`src/rtl/uart_irq_id.sv`:
```
module uart_irq_id (
  input  logic       clk,
  input  logic       rst_n,
  input  logic [3:0] irq_en,
  input  logic       line_err_evt,
  input  logic       rx_avail_evt,
  input  logic       rx_tmo_evt,
  input  logic       tx_empty_evt,
  input  logic       rd_lsr,
  input  logic       rd_rbr,
  input  logic       rd_iir,
  input  logic       wr_thr,
  input  logic       rd_msr,
  input  logic       loop_en,
  input  logic       cts_i,
  input  logic       dsr_i,
  input  logic       ri_i,
  input  logic       dcd_i,
  input  logic       rts_o,
  input  logic       dtr_o,
  input  logic       out1_o,
  input  logic       out2_o,
  output logic       irq,
  output logic [3:0] iir_o,
  output logic [7:0] msr_o
);

  logic       line_q, rx_q, tmo_q, thre_q;
  logic [3:0] lvl_q, dlt_q;
  logic [2:0] id;

  wire [3:0] lines = loop_en ? {out2_o, out1_o, dtr_o, rts_o}
                             : {dcd_i, ri_i, dsr_i, cts_i};
  wire [3:0] dlt_set = {lines[3] ^ lvl_q[3], lvl_q[2] & ~lines[2],
                        lines[1] ^ lvl_q[1], lines[0] ^ lvl_q[0]};

  wire act_line = line_q & irq_en[2];
  wire act_rx   = (rx_q | tmo_q) & irq_en[0];
  wire act_thre = thre_q & irq_en[1];
  wire act_ms   = (|dlt_q) & irq_en[3];
  wire thre_ack = rd_iir & act_thre & ~act_line & ~act_rx;

  always_comb begin
    if (act_line)      id = 3'b011;
    else if (act_rx)   id = rx_q ? 3'b010 : 3'b110;
    else if (act_thre) id = 3'b001;
    else               id = 3'b000;
  end

  assign irq   = act_line | act_rx | act_thre | act_ms;
  assign iir_o = {id, ~irq};
  assign msr_o = {lvl_q, dlt_q};

  always_ff @(posedge clk or negedge rst_n) begin
    if (!rst_n) begin
      line_q <= 1'b0;
      rx_q   <= 1'b0;
      tmo_q  <= 1'b0;
      thre_q <= 1'b0;
      lvl_q  <= 4'b0;
      dlt_q  <= 4'b0;
    end else begin
      line_q <= line_err_evt | (line_q & ~rd_lsr);
      rx_q   <= rx_avail_evt | (rx_q & ~rd_rbr);
      tmo_q  <= rx_tmo_evt   | (tmo_q & ~rd_rbr);
      thre_q <= tx_empty_evt | (thre_q & ~wr_thr & ~thre_ack);
      lvl_q  <= lines;
      dlt_q  <= (rd_msr ? 4'b0 : dlt_q) | dlt_set;
    end
  end

endmodule

```
`config.mk`:
```
export PLATFORM = sky130hd
export DESIGN_NAME = uart_irq_id
export DESIGN_NICKNAME = d
export VERILOG_FILES = /design/src/rtl/uart_irq_id.sv
export SDC_FILE = /design/constraint.sdc
export NUM_CORES = 1
export LEC_CHECK = 0
export ABC_AREA = 0
export BUFFER_PORTS_ARGS = -buffer_cell sky130_fd_sc_hd__buf_4
export CAP_MARGIN = 20
export CELL_PAD_IN_SITES_DETAIL_PLACEMENT = 1
export CELL_PAD_IN_SITES_GLOBAL_PLACEMENT = 1
export CORE_MARGIN = 2
export CORE_UTILIZATION = 24
export CTS_CLUSTER_DIAMETER = 120
export DETAILED_ROUTE_END_ITERATION = 8
export PLACE_DENSITY_LB_ADDON = 0.2
export SYNTH_ARGS = -nofsm -noshare
export SYNTH_HDL_FRONTEND = slang
export SYNTH_SLANG_ARGS = --single-unit
```
`constraint.sdc`:
```
create_clock -name clk -period 2.1 [get_ports clk]
set_input_delay 0 -clock clk [delete_from_list [all_inputs] [get_ports clk]]
set_output_delay 0 -clock clk [all_outputs]
set_load 0.02 [all_outputs]
```
---- After elaboration in Yosys (flattened, before gate mapping) ----
Index checks and enable logic that the tools add are counted.
storage, ports and cells
  word-level logic and storage cells ...... 46
  bits in latches ......................... 0
  memories ................................ 0
  RAM bits ................................ 0
  bits of input ports ..................... 24
  register bits ........................... 12
  ROM bits ................................ 0
  output and inout bits ................... 13
cells by class
  equal/unequal tests ..................... 0
  add/subtract/negate cells ............... 0
  multiplexer cells ....................... 6
  shift operators ......................... 0
  reduce and logical (&&, ||, !) cells .... 1
  multiply operators ...................... 0
  magnitude comparators ................... 0
  divide/modulo/power cells ............... 0
  bitwise gates (word level) .............. 33
operators by type and width
  kind             number
  $and 1x1->1      13
  $mux 3           3
  $mux 4           2
  $not 1->1        8
  $or 1x1->1       8
  $or 4x4->4       1
  $reduce_or 4->1  1
  $xor 1x1->1      3
  $mux 1           1

---- Longest topological paths before layout ----
  depth after elaboration ................. 7
  mapped depth ............................ 3
  gate-level depth less buffers ........... 3

---- Worst setup path after synthesis ----
OpenSTA, ideal clock, no wires.
  path kind ............................... register to output
  start point ............................. reg dlt_q[1]
  end point ............................... out iir_o[0]
  cell stages (with the launch flop) ...... 3
  setup slack ............................. 936 ps
  path buffers ............................ 0
  arrival time ............................ 1164 ps
  required time ........................... 2100 ps
  cells stage by stage .................... dfrtp_1 -> o41ai_1 -> and3_1
between the ends
  word-level cells in the longest chain between the ends .. 4
ends and longest elaborated chain
  item                      RTL line  RTL
  start: declaration        29        logic [3:0] lvl_q, dlt_q;
  start signal: assignment  68        dlt_q <= (rd_msr ? 4'b0 : dlt_q) | dlt_set;
  $reduce_or 4->1           40        wire act_ms = (|dlt_q) & irq_en[3];
  $and 1x1->1               40
  $or 1x1->1                50        assign irq = act_line | act_rx | act_thre | act_ms;
  $not 1->1                 51        assign iir_o = {id, ~irq};
  end: declaration          24        output logic [3:0] iir_o,
Every way passes these cells.

---- Worst setup path in the final report ----
Same ends and word-level chain as after synthesis.

==> flow_summary.ini <==
[timing]
setup_violations = 0
worst_pin_slew_ps = 461.0
setup_tns_ps = 0
skew_ps = 2.026
clock.fmax_mhz = 658.8
period_share = 0.7228
finalHoldViolations = 0
maxSlewViolCount = 0
rsz0062_at_grt = no
slew_headroom = 0.6887
period_needed_ps = 1518

[die]
die_y_um = 51.24
core_area_um2 = 2170
dieArea_um2 = 2625
die_w_um = 51.24
io_pins = 37
initial_core_util = 0.2468
rows = 17

[cts]
cts_root_buf = clkbuf_4
clock_path_buffers = 2
cts.reportedPaths.clkPinSlew_ps = 70
htree_levels = 1
clock-sinks = 12
numCtsBuffers = 3
cts_tree = yes
insertion_delay_ps = 260

[critical_path]
slowest_stage = o41ai_1
rrSetupSlack_ps = 1060
crit_path_end_kind = output port
critPathRequiredTime_ps = 2100
max_stage_delay_ps = 510
rr_worst_depth = 3
crit_fanout = 3
worstSetupStartpointType = register
cp.arrival_ps = 1520
cp_cell_sequence = o41ai_1 -> and3_1 -> buf_4
crit_type = register to output port

[logic_synthesis]
ys_seq_elements = 12
synthesis.nets = 71
synth_cells = 47
synthFlopType = dfrtp_1
synthTopCellsByCount = 12 x dfrtp_1, 9 x inv_1
yosysWarnings = 0
ys_types = 18
syn-cell-area_um2 = 535.5
synth_edf_count = 0
async_flop_share = 1.000
synth_seq_area_share = 0.5607
synth.avg_cell_area_um2 = 11.39
yosysTopAreaCell = dfrtp_1
synth_top_area_share = 0.5607
synthTopCellsByArea = dfrtp_1 56%, mux2_4 8.4%, inv_1 6.3%
yosysMostFrequentCell = dfrtp_1

[global_route]
gr-total-overflow = 0
grtUsageTotal = 0.1303
antenna_found_initial = 0
grt_max_degree = 13
grt_pass1_vias = 608
grt_first_pass_wirelength_um = 2525

[final_layout]
nNetsFinal = 124
areaGrowthSynthToFinish_pct = 83.64
final_util = 0.4533
fill_cells = 265
final_cells = 126
antennaDiodeCount = 0
drive_gt1_frac = 0.4490

[run]
maxCapViolCount = 0

[placed_design]
place_inst = 111
io_buffer_count = 36
gp_congestion = 0.6392
hpwl_um = 1149

[pwr]
power_density_nw_per_um2 = 594.5
ir_drop_mv = 0.3442
p_leak_uw = 0.0005064

[drt]
drc = 0
routed_wl_um = 1476
drtAntennaViolNets = 0
vias_per_cell = 4.325
avgRoutedWirePerCell_um = 11.71
first_iter_violations = 1
vias = 545
dr.pass1.iters = 2

[outcome]
outcome = complete, no violations

[hold_path]
hold_path_class = primary input to register
hold_depth = 2
==> final timing paths <==
path	from	endpoint
max	dlt_q[1]	iir_o[0]
min	out1_o	lvl_q[2]
max reg2reg	tmo_q	thre_q
min reg2reg	thre_q	thre_q
max in group asynchronous	rst_n	dlt_q[2]
min in group asynchronous	rst_n	lvl_q[2]
==> per-layer routing <==
layer  vias up  part of all wire  track usage
li1        264                 -            -
met1       255              0.31       0.1156
met2        24              0.59       0.2771
met3         2             0.086      0.02339
met4         0            0.0068      0.05263
met5         -                 0            0
==> power breakdown <==
| part | internal [µW] | switching, µW | leakage, µW |
|---|---|---|---|
| Combinational | 100 | 78.8 | 0.000358 |
| Sequential | 254 | 18.1 | 0.000134 |
| Clock | 66.0 | 67.5 | 0.0000138 |
==> through the flow <==
| stage | hold WS (ps) | cell area, µm² | total power [µW] | worst slack, ps |
|---|---|---|---|---|
| after detailed placement | -150.2 | 840.8 | 438.4 | 832.3 |
| after global placement | -151.8 | 840.8 | 433.1 | 933.9 |
| after floorplan | -295.6 | 535.5 | 346.9 | 935.6 |
| after global routing | 0.3589 | 983.4 | 627.9 | 445.0 |
| after CTS | 3.801 | 983.4 | 598.3 | 540.1 |
| final | 5.658 | 983.4 | 584.6 | 582.1 |
==> cell usage in the layout (no fill, tap or decap) <==
master / n
a21o_1: 3
xnor2_1: 3
o22ai_1: 1
and4b_1: 1
o21ai_0: 2
nand2_1: 2
mux2_2: 1
inv_1: 9
o21a_1: 1
nand4_1: 1
a31o_2: 1
o41ai_1: 1
and3_1: 1
mux2_4: 3
buf_4: 36
dfrtp_1: 12
o21ai_1: 3
clkbuf_4: 3
nand3_1: 1
a21oi_1: 1
dlygate4sd3_1: 12
==> sequential cells by signal, summed over array words and instances (netlist names) <==
name,cells
rx_q,1
dlt_q,4
thre_q,1
tmo_q,1
line_q,1
lvl_q,4
==> logic make-up (layout without fill, tap and decap cells) <==
family | after synthesis | count (layout) | share of synthesized area
buffers and inverters | 9 | 60 | 0.06308
xor gates and xnor gates | 3 | 3 | 0.04907
DFF | 12 | 12 | 0.5608
AOI/OAI and AO/OA | 13 | 13 | 0.1565
muxes | 4 | 4 | 0.1051
and+or+nand+nor | 6 | 6 | 0.06543
==> final cells by class <==
class | instances | area [µm²] | area share
repair buffers | 48 | 390.4 | 0.3969
flip-flops and latches | 12 | 300.3 | 0.3053
multi-input cells | 26 | 201.4 | 0.2048
well taps | 28 | 35.03 | 0.03562
inverters | 9 | 33.78 | 0.03435
clock buffers | 3 | 22.52 | 0.02290
==> critical path, delay by kind of cell (launching register included) <==
family,cells,cell delay (ps)
simple gates,1,220
compound gates,1,510
buf+inv,1,140
flops,1,390
==> timing repair <==
item                      in CTS  in global routing
hold endpoints to repair      23                  0
resized for setup              0                  0
hold buffers                  12                  0
buffers inserted               0                  0
Power figures use the tool's default switching activity.
